===== src/rtl/crcl_pkg.sv =====
package crcl_pkg;
   localparam int CODE_W = 6;

   typedef enum logic [2:0] {
      PH_IDLE,
      PH_HDR1,
      PH_POLY,
      PH_INIT,
      PH_XOR,
      PH_DONE
   } crcl_phase_e;

   localparam int FLD_POLY = 0;
   localparam int FLD_INIT = 1;
   localparam int FLD_XOR  = 2;
   localparam int NUM_FLD  = 3;
endpackage


===== src/rtl/crcl_hdr.sv =====
module crcl_hdr
   import crcl_pkg::*;
(
   input  logic              clk,
   input  logic              rst,
   input  logic              wr_first,
   input  logic              wr_second,
   input  logic [3:0]        nib,
   output logic [CODE_W-1:0] code,
   output logic              refl_out,
   output logic              refl_in
);
   always_ff @(posedge clk) begin
      if (rst) begin
         code     <= '0;
         refl_out <= 1'b0;
         refl_in  <= 1'b0;
      end else if (wr_first) begin
         code     <= {2'b00, nib};
         refl_out <= 1'b0;
         refl_in  <= 1'b0;
      end else if (wr_second) begin
         code[5:4] <= nib[3:2];
         refl_out  <= nib[1];
         refl_in   <= nib[0];
      end
   end

   // header only moves on its two write strobes
   assert_hdr_hold_R3: assert property (@(posedge clk) disable iff (rst)
      (!wr_first && !wr_second) |=> ($stable(code) && $stable(refl_out) && $stable(refl_in)));

   assert_hdr_low_R2: assert property (@(posedge clk) disable iff (rst)
      wr_first |=> (code[5:4] == 2'b00 && !refl_out && !refl_in));
endmodule


===== src/rtl/crcl_seq.sv =====
module crcl_seq
   import crcl_pkg::*;
#(
   parameter int MAX_NIB = 8,
   parameter int IDX_W   = 3
) (
   input  logic               clk,
   input  logic               rst,
   input  logic               setup_en,
   input  logic [CODE_W-1:0]  code,
   output logic               start,
   output logic               wr_second,
   output logic [NUM_FLD-1:0] wr_fld,
   output logic [IDX_W-1:0]   idx,
   output logic               done
);
   localparam int CNT_W = CODE_W + 1;

   crcl_phase_e      phase;
   logic             setup_q;
   logic             consume;
   logic [CNT_W-1:0] raw_len;
   logic [CNT_W-1:0] nlen;
   logic             last;

   assign raw_len = ({1'b0, code} + CNT_W'(4)) >> 2;
   assign nlen    = (raw_len > CNT_W'(MAX_NIB)) ? CNT_W'(MAX_NIB) : raw_len;
   assign last    = (CNT_W'(idx) == (nlen - CNT_W'(1)));

   assign start     = setup_en && !setup_q;
   assign consume   = setup_en && !start;
   assign wr_second = consume && (phase == PH_HDR1);
   assign wr_fld[FLD_POLY] = consume && (phase == PH_POLY);
   assign wr_fld[FLD_INIT] = consume && (phase == PH_INIT);
   assign wr_fld[FLD_XOR]  = consume && (phase == PH_XOR);

   always_ff @(posedge clk) begin
      if (rst) begin
         setup_q <= 1'b0;
         phase   <= PH_IDLE;
         idx     <= '0;
         done    <= 1'b0;
      end else begin
         setup_q <= setup_en;
         if (start) begin
            phase <= PH_HDR1;
            idx   <= '0;
            done  <= 1'b0;
         end else if (setup_en) begin
            case (phase)
               PH_HDR1: begin
                  phase <= PH_POLY;
                  idx   <= '0;
               end
               PH_POLY: begin
                  if (last) begin
                     phase <= PH_INIT;
                     idx   <= '0;
                  end else begin
                     idx <= idx + IDX_W'(1);
                  end
               end
               PH_INIT: begin
                  if (last) begin
                     phase <= PH_XOR;
                     idx   <= '0;
                  end else begin
                     idx <= idx + IDX_W'(1);
                  end
               end
               PH_XOR: begin
                  if (last) begin
                     phase <= PH_DONE;
                     idx   <= '0;
                     done  <= 1'b1;
                  end else begin
                     idx <= idx + IDX_W'(1);
                  end
               end
               default: ;
            endcase
         end
      end
   end

   assert_idx_in_range_R4: assert property (@(posedge clk) disable iff (rst)
      (phase inside {PH_POLY, PH_INIT, PH_XOR}) |-> (CNT_W'(idx) < nlen));

   assert_done_sticky_R6: assert property (@(posedge clk) disable iff (rst)
      (done && !start) |=> done);

   assert_done_entry_R6: assert property (@(posedge clk) disable iff (rst)
      $rose(done) |-> ($past(phase) == PH_XOR && $past(setup_en)));

   assert_start_clears_done_R2: assert property (@(posedge clk) disable iff (rst)
      start |=> (!done && phase == PH_HDR1));

   assert_one_write_R5: assert property (@(posedge clk) disable iff (rst)
      $onehot0({start, wr_second, wr_fld}));
endmodule


===== src/rtl/crcl_field.sv =====
module crcl_field #(
   parameter int W     = 32,
   parameter int IDX_W = 3
) (
   input  logic             clk,
   input  logic             rst,
   input  logic             clr,
   input  logic             we,
   input  logic [IDX_W-1:0] idx,
   input  logic [3:0]       nib,
   output logic [W-1:0]     value
);
   localparam int NIB = W / 4;

   for (genvar k = 0; k < NIB; k++) begin : g_slot
      logic [3:0] slot_q;
      always_ff @(posedge clk) begin
         if (rst || clr) begin
            slot_q <= '0;
         end else if (we && (idx == IDX_W'(k))) begin
            slot_q <= nib;
         end
      end
      assign value[4*k +: 4] = slot_q;
   end

   assert_field_clear_R2: assert property (@(posedge clk) disable iff (rst)
      clr |=> (value == '0));

   assert_field_hold_R7: assert property (@(posedge clk) disable iff (rst)
      (!clr && !we) |=> $stable(value));

   assert_field_one_slot_R5: assert property (@(posedge clk) disable iff (rst)
      (!clr && we) |=> ($countones(value ^ $past(value)) <= 4));
endmodule


===== src/rtl/crc_cfg_loader.sv =====
module crc_cfg_loader
   import crcl_pkg::*;
#(
   parameter int MAX_WIDTH = 32
) (
   input  logic                 clk,
   input  logic                 rst,
   input  logic                 setup_en,
   input  logic [3:0]           nib_in,
   output logic [5:0]           width_code,
   output logic                 refl_in,
   output logic                 refl_out,
   output logic [MAX_WIDTH-1:0] poly,
   output logic [MAX_WIDTH-1:0] init_val,
   output logic [MAX_WIDTH-1:0] xor_out,
   output logic                 done
);
   localparam int MAX_NIB = MAX_WIDTH / 4;
   localparam int IDX_W   = (MAX_NIB > 1) ? $clog2(MAX_NIB) : 1;

   if ((MAX_WIDTH % 4) != 0 || MAX_WIDTH < 4 || MAX_WIDTH > 64) begin : g_bad_width
      $error("crc_cfg_loader: MAX_WIDTH must be a multiple of 4 within 4..64");
   end

   logic               start;
   logic               wr_second;
   logic [NUM_FLD-1:0] wr_fld;
   logic [IDX_W-1:0]   idx;
   logic [MAX_WIDTH-1:0] fld_val [NUM_FLD];

   crcl_seq #(
      .MAX_NIB (MAX_NIB),
      .IDX_W   (IDX_W)
   ) u_seq (
      .clk       (clk),
      .rst       (rst),
      .setup_en  (setup_en),
      .code      (width_code),
      .start     (start),
      .wr_second (wr_second),
      .wr_fld    (wr_fld),
      .idx       (idx),
      .done      (done)
   );

   crcl_hdr u_hdr (
      .clk       (clk),
      .rst       (rst),
      .wr_first  (start),
      .wr_second (wr_second),
      .nib       (nib_in),
      .code      (width_code),
      .refl_out  (refl_out),
      .refl_in   (refl_in)
   );

   for (genvar f = 0; f < NUM_FLD; f++) begin : g_fld
      crcl_field #(
         .W     (MAX_WIDTH),
         .IDX_W (IDX_W)
      ) u_fld (
         .clk   (clk),
         .rst   (rst),
         .clr   (start),
         .we    (wr_fld[f]),
         .idx   (idx),
         .nib   (nib_in),
         .value (fld_val[f])
      );
   end

   assign poly     = fld_val[FLD_POLY];
   assign init_val = fld_val[FLD_INIT];
   assign xor_out  = fld_val[FLD_XOR];

   assert_ignore_after_done_R7: assert property (@(posedge clk) disable iff (rst)
      (done && !start) |=> ($stable(poly) && $stable(init_val) && $stable(xor_out)
                            && $stable(width_code) && $stable(refl_in) && $stable(refl_out)));

   assert_reset_state_R1: assert property (@(posedge clk)
      rst |=> (!done && poly == '0 && init_val == '0 && xor_out == '0 && width_code == '0));
endmodule


===== config.mk =====
export PLATFORM = sky130hd
export DESIGN_NAME = crc_cfg_loader
export DESIGN_NICKNAME = d
export VERILOG_FILES = /design/src/rtl/crcl_pkg.sv /design/src/rtl/crcl_hdr.sv /design/src/rtl/crcl_seq.sv /design/src/rtl/crcl_field.sv /design/src/rtl/crc_cfg_loader.sv
export SDC_FILE = /design/constraint.sdc
export NUM_CORES = 1
export LEC_CHECK = 0
export BUFFER_PORTS_ARGS = -buffer_cell sky130_fd_sc_hd__buf_2
export CORE_ASPECT_RATIO = 0.75
export CORE_UTILIZATION = 48
export DETAILED_ROUTE_END_ITERATION = 8
export HOLD_SLACK_MARGIN = 0.02
export PLACE_DENSITY = 0.75
export SLEW_MARGIN = 20
export SYNTH_ARGS = -nofsm -noshare
export SYNTH_HDL_FRONTEND = slang
export SYNTH_SLANG_ARGS = --single-unit
export TNS_END_PERCENT = 10

===== constraint.sdc =====
create_clock -name clk -period 2.5 [get_ports clk]
set_input_delay 0.5 -clock clk [delete_from_list [all_inputs] [get_ports clk]]
set_output_delay 0.5 -clock clk [all_outputs]
set_load 0.01 [all_outputs]

**Word-level counts from Yosys, hierarchy flattened**

Cells that the tools add are included.

- Add/subtract/negate cells: 3
- Order comparisons: 1
- Equal/unequal tests: 18
- Multiplexer cells: 9
- Reduce and logical (&&, ||, !) cells: 44

Operators by type and width:

| kind | count |
|---|---|
| 1-bit logical AND | 30 |
| 3-bit == test (second input constant) | 5 |
| 3-bit by 2-bit == test with 1-bit output (second input constant) | 4 |
| 3-bit 2-to-1 mux | 4 |
| 3-bit case mux with 4 select lines | 1 |
| 5-bit AND reduction | 2 |
| 3-bit by 1-bit inequality test with 1-bit output (second input constant) | 3 |
| 6-bit by 3-bit adder with 7-bit output (second input constant) | 1 |
| 3-bit by 7-bit == test with 1-bit output | 1 |
| 7-bit by 1-bit subtractor with 7-bit output (second input constant) | 1 |
| 3-bit by 1-bit == test with 1-bit output (second input constant) | 2 |
| 2-bit by 1-bit inequality test with 1-bit output (second input constant) | 3 |
| 3-bit case mux with 2 select lines | 1 |
| 5-bit by 4-bit greater-than comparator with 1-bit output (second input constant) | 1 |
| 5-bit 2-to-1 mux | 1 |
| 5-bit nonzero test | 1 |
| 2-bit nonzero test | 2 |
| 4-bit nonzero test | 1 |
| 3-bit by 1-bit adder with 3-bit output (second input constant) | 1 |
| 3-bit logical NOT | 1 |
| 3-bit AND reduction | 1 |
| 3-bit OR reduction | 1 |
| 1-bit logical NOT | 2 |
| 1-bit 2-to-1 mux | 2 |
| 3 further kinds | 3 |

- Register bits after elaboration: 112
- Input bits: 7
- Logic and storage cells: 108

**Depth between registers and ports, before layout**

- Word-level depth: 9
- Depth in mapped cells: 11
- Mapped depth without buffers: 11

**Hierarchy**

A second synthesis with hierarchy kept.

- Cell total of the unflattened synthesis: 479
- Area total of the unflattened synthesis: 5250.0 um^2

Modules (own cells, without submodules):

| module | instances | cells each | area each (um^2) |
|---|---|---|---|
| crcl_field | 3 | 127 | 1451.4 |
| crcl_seq | 1 | 71 | 573.0 |
| crcl_hdr | 1 | 27 | 322.8 |

**Worst setup path before layout**

OpenSTA, ideal clock, no wires.

- Kind: register to register
- Start: reg u_hdr.code[3]
- End: reg u_seq.phase[0]
- Arrival time: 2.307 ns
- Setup slack: 0.072 ns
- Stages on the path, launching flop included: 12
- Buffers on the path: 0
- Cell sequence: dfxtp_1 > ha_1 > nor2b_1 > nand3_1 > xor2_1 > nand2_1 > ha_1 > xor2_2 > nand2_1 > o221ai_1 > nand4_2 > mux2_4

- Word-level cells in the longest chain between the ends: 7
- Elaborated cells between the ends (all ways): 9

RTL lines:

| item | line | RTL |
|---|---|---|
| start, declared | crcl_hdr.sv:9 | `output logic [CODE_W-1:0] code,` |
| start signal, assigned | crcl_hdr.sv:19 | `code <= {2'b00, nib};` |
| 6-bit by 3-bit adder with 7-bit output (*) | crcl_seq.sv:26 | `assign raw_len = ({1'b0, code} + CNT_W'(4)) >> 2;` |
| 5-bit by 4-bit greater-than comparator with 1-bit output | crcl_seq.sv:27 | `assign nlen = (raw_len > CNT_W'(MAX_NIB)) ? CNT_W'(MAX_NIB) : raw_len;` |
| 5-bit 2-to-1 mux (*) | crcl_seq.sv:27 |  |
| 7-bit by 1-bit subtractor with 7-bit output (*) | crcl_seq.sv:28 | `assign last = (CNT_W'(idx) == (nlen - CNT_W'(1)));` |
| 3-bit by 7-bit == test with 1-bit output (*) | crcl_seq.sv:28 |  |
| 3-bit by 1-bit inequality test with 1-bit output (no source line) | n/a |  |
| 5-bit AND reduction (no source line) (*) | n/a |  |
| end signal, assigned | crcl_seq.sv:40 | `phase <= PH_IDLE;` |
| end signal, assigned | crcl_seq.sv:46 | `phase <= PH_HDR1;` |
| end signal, assigned | crcl_seq.sv:52 | `phase <= PH_POLY;` |
| end, declared | crcl_seq.sv:19 | `crcl_phase_e phase;` |

Mark *: on every way between the ends. The rest lies on a longest branch, timed or not.
A chain may end at the register's enable or synchronous reset.

**Final worst setup path**

Ends and elaborated chain as after synthesis.

==> Implementation_results.wiki <==
{| class="wikitable"
! Metric !! Value
|-
| Num CTS Buffers || 9
|-
| Drt wl/cell || 15.7 µm
|-
| Maximum frequency from static timing analysis || 0.420 GHz
|-
| Ports || 112
|-
| Critical path's largest stage delay || 0.34 ns
|-
| Average instance area after synthesis || 8.53 µm²
|-
| Clock-pin slew on the worst setup and hold paths || 0.07 ns
|-
| Count of antenna-violating nets left after detailed routing || 0
|-
| Worst hold margin || 0.449 ns
|-
| Average via count per standard cell || 5.42
|-
| Number of max-cap violations || 0
|-
| Final min period || 2.38 ns
|-
| Hold crit path type || in2reg
|-
| Cell area after synthesis || 4650 µm²
|-
| Power per standard cell area || 624 nW/µm²
|-
| Number of warnings reported in the yosys synthesis log || 0
|-
| Clock Skews || 0.00530 ns
|-
| Flop and latch count out of synthesis || 112
|-
| Post-synthesis instance total || 545
|-
| CTS HTree Levels || 3
|-
| Post-route clock period utilization || 95.3%
|-
| Post-route design area || 5580 µm²
|-
| Wire length of the first global-routing pass || 19,100 µm
|-
| Number of distinct library cells after synthesis || 39
|-
| Depth of the most critical reg-to-reg path || 11
|-
| Initial cell density of the core || 50.3%
|-
| Hold path cells || 2
|-
| Setup slack of the critical path after layout || 0.119 ns
|-
| Max-slew violations || 0
|-
| Fill cell total of the finished layout || 857
|-
| Endpoint kind of the worst setup timing path || register
|-
| Die Span Y || 87.2 µm
|-
| Critical path's most frequent cell || sky130_fd_sc_hd__ha_2
|-
| Post-place setup slack || 0.00777 ns
|-
| Sink count of the clock tree || 112
|-
| Startpoint type of the worst setup path || register
|-
| Core outline area || 9230 µm²
|-
| Count of buffers from port buffering || 111
|-
| Layout overhead on the synthesized area || 20.0%
|-
| Proportion of layout cells with a drive suffix above 1 || 24.3%
|-
| Flip-flop cell with the highest count after synthesis || sky130_fd_sc_hd__dfxtp_1
|-
| Worst vdd ir || 0.425 mV
|-
| Drt total wl || 12,000 µm
|-
| Root buffer selected by CTS || sky130_fd_sc_hd__clkbuf_16
|-
| Multi-input logic area || 2210 µm²
|-
| Maximum number of buffers from clock root to sink || 2
|-
| Total GRT Usage || 24.5%
|-
| Via count of the first global-routing pass || 3,924
|-
| Nets@finish || 649
|-
| Cells along the critical path || ha_2, nor2b_2, nand3_1, xor2_1, nand2_1, ha_2, xor2_2, o32ai_1, nor2_1, nand4_4, mux2_4
|-
| TritonCTS clock tree || yes
|-
| Post-Place Cell Area || 5240 µm²
|-
| WHS Endpoint || u_hdr.code[3]$_SDFFE_PP0P_
|-
| DRC violation count after routing || 0
|-
| Count of flip-flops with a built-in enable after synthesis || 0
|-
| Maximum number of pins on one net before global-route repair || 39
|-
| Share of synthesized registers carrying an async set or reset || 0%
|-
| Outcome || completed
|-
| Final core utilization || 60.4%
|-
| Max stage delay cell, worst path || sky130_fd_sc_hd__dfxtp_1
|-
| Setup TNS || 0 ns
|-
| Total grt overflow || 0
|-
| Detailed-routing iteration count for the pre-antenna-repair pass || 5
|-
| Total nets after synthesis || 560
|-
| Slack of the worst reg-to-reg path || 0.12 ns
|-
| Worst skew pair latency || 0.35 ns
|-
| Setup CP Type || reg2reg
|-
| Required time of the critical path || 2.74 ns
|-
| Number of antenna diodes || 0
|-
| Share of synthesized area occupied by flip-flops and latches || 48.2%
|-
| Maximum fanout along the worst path || 7
|-
| Sequential cell area || 2240 µm²
|-
| Endpoint of the lowest-slack register-to-register path || u_seq.phase[0]$_SDFFE_PP0P_
|-
| Number of antenna violations at the first check in global routing || 0
|-
| Via total after detailed routing || 4,154
|-
| Standard-cell row count || 30
|-
| Routability Congestion || 0.916
|-
| Fin. Hold Viols || 0
|-
| Launching point of the worst reg2reg path || u_hdr.code[3]$_SDFFE_PP0P_
|-
| Die width || 116 µm
|-
| Slew of the pin with the lowest slew margin || 0.629 ns
|-
| Final setup violating endpoints || 0
|-
| Placed wire-length estimate || 7790 µm
|-
| Leak || 0.00243 µW
|-
| DRC marker count from the first detailed-route iteration || 326
|-
| Area enclosed by the die boundary || 10,100 µm²
|-
| Critical hold path startpoint || rst
|-
| Relative slew margins || 57.9%
|-
| Arrival time of data at the critical path endpoint || 2.62 ns
|}
-- cells by family (layout without fill, tap and decap cells) --
| logic type | after synthesis | in the layout | share of synthesized area, % |
|---|---|---|---|
| compound gates | 140 | 140 | 15.8 |
| xor+xnor | 6 | 6 | 1.29 |
| fa+ha+maj | 8 | 8 | 2.15 |
| buf+inv | 46 | 140 | 4.93 |
| flops | 112 | 112 | 48.2 |
| mux | 34 | 34 | 7.46 |
| simple gates | 199 | 199 | 20.1 |
-- report_power, final --
group,internal [µW],switching [µW]
Clock,834,637
Sequential,1790,17.2
Combinational,67.0,134
-- stage by stage --
stage / cells / power [µW]
finish: 767 / 3480
CTS: 766 / 3500
global placement: 750 / 2040
detailed placement: 750 / 2040
global route: 767 / 3590
floorplan: 545 / 1990
-- synthesized netlist by cell type, types with 2 or more instances --
cell type / number / area, µm²
sky130_fd_sc_hd__mux2i_1: 32 / 320
sky130_fd_sc_hd__nand2_1: 92 / 345
sky130_fd_sc_hd__buf_6: 4 / 45.0
sky130_fd_sc_hd__nor3b_2: 2 / 25.0
sky130_fd_sc_hd__o21ai_0: 54 / 270
sky130_fd_sc_hd__and3_1: 2 / 12.5
sky130_fd_sc_hd__buf_2: 17 / 85.1
sky130_fd_sc_hd__clkbuf_1: 18 / 67.6
sky130_fd_sc_hd__nand4_1: 2 / 12.5
sky130_fd_sc_hd__nor2_1: 44 / 165
sky130_fd_sc_hd__ha_1: 8 / 100
sky130_fd_sc_hd__nand2b_1: 3 / 18.8
sky130_fd_sc_hd__or2_2: 2 / 12.5
sky130_fd_sc_hd__nand3_1: 34 / 170
sky130_fd_sc_hd__a32o_1: 3 / 30.0
sky130_fd_sc_hd__nor2b_1: 5 / 31.3
sky130_fd_sc_hd__dfxtp_1: 112 / 2240
sky130_fd_sc_hd__inv_1: 5 / 18.8
sky130_fd_sc_hd__a21oi_1: 77 / 385
sky130_fd_sc_hd__xor2_1: 4 / 35.0
sky130_fd_sc_hd__nor2_4: 6 / 67.6
sky130_fd_sc_hd__a21o_1: 2 / 15.0
-- cell usage in the layout (no fill, tap or decap), types with 3 or more instances in the layout --
cell type and instances:
sky130_fd_sc_hd__o21ai_0 54, sky130_fd_sc_hd__inv_1 5, sky130_fd_sc_hd__nand3_1 34, sky130_fd_sc_hd__clkbuf_16 9, sky130_fd_sc_hd__nor2_1 44, sky130_fd_sc_hd__a32o_1 3
sky130_fd_sc_hd__buf_4 6, sky130_fd_sc_hd__nand2_1 92, sky130_fd_sc_hd__dfxtp_1 112, sky130_fd_sc_hd__nor2_4 6, sky130_fd_sc_hd__ha_1 6, sky130_fd_sc_hd__xor2_1 4
sky130_fd_sc_hd__a21oi_1 77, sky130_fd_sc_hd__nor2b_1 4, sky130_fd_sc_hd__buf_2 111, sky130_fd_sc_hd__mux2i_1 32
-- area by class of cell --
cell class	instances	share of cell area [%]
sequential	112	40.2
multi-input combinational	387	39.6
timing repair buffer	119	11.5
clock buffer	12	4.60
tap	128	2.87
clock inverter	4	0.942
inverter	5	0.337
-- sequential cells by signal (all words and copies together) (netlist names) --
name,cells
u_seq.phase,3
g_fld.u_fld.g_slot.slot_q,96
u_hdr.code,6
u_seq.setup_q,1
u_seq.idx,3
u_seq.done,1
u_hdr.refl_in,1
u_hdr.refl_out,1
-- worst max-delay path by stage --
stage	from	end	slack, ns	cells past startpoint
floorplan	u_hdr.code[3]$_SDFFE_PP0P_	u_seq.phase[0]$_SDFFE_PP0P_	0.07	11
global placement	u_hdr.code[2]$_SDFFE_PP0P_	u_seq.phase[0]$_SDFFE_PP0P_	0.15	11
detailed placement	u_hdr.code[2]$_SDFFE_PP0P_	u_seq.phase[0]$_SDFFE_PP0P_	0.008	11
CTS	u_hdr.code[2]$_SDFFE_PP0P_	u_seq.phase[0]$_SDFFE_PP0P_	0.03	11
global route	u_hdr.code[3]$_SDFFE_PP0P_	u_seq.phase[0]$_SDFFE_PP0P_	-0.005	11
finish	u_hdr.code[3]$_SDFFE_PP0P_	u_seq.phase[0]$_SDFFE_PP0P_	0.12	11
-- per-layer routing --
layer	GRT usage (%)	wire length, µm	share of wire [%]	vias to the layer above
met4	7.69	122	1.0	0
met1	30.0	5250	44	1956
met2	41.5	5710	47	154
met3	7.52	947	7.9	14
li1	-	-	-	2030
met5	0	0	0	-
-- what timing repair did --
action                                  CTS  global route
setup buffers                             0             1
endpoints found under the setup margin    1             7
pin swaps                                 1             3
resized for setup                         1             4
hold buffers                              0             0
-- critical path, delay by kind of cell (launching register included) --
family | cells | cell delay [ns]
DFF | 1 | 0.34
muxes | 1 | 0.31
xor gates and xnor gates | 2 | 0.33
adders and majority gates | 2 | 0.38
AOI/OAI and AO/OA | 1 | 0.33
and+or+nand+nor | 5 | 0.58
(Power assumes the default switching activity.)
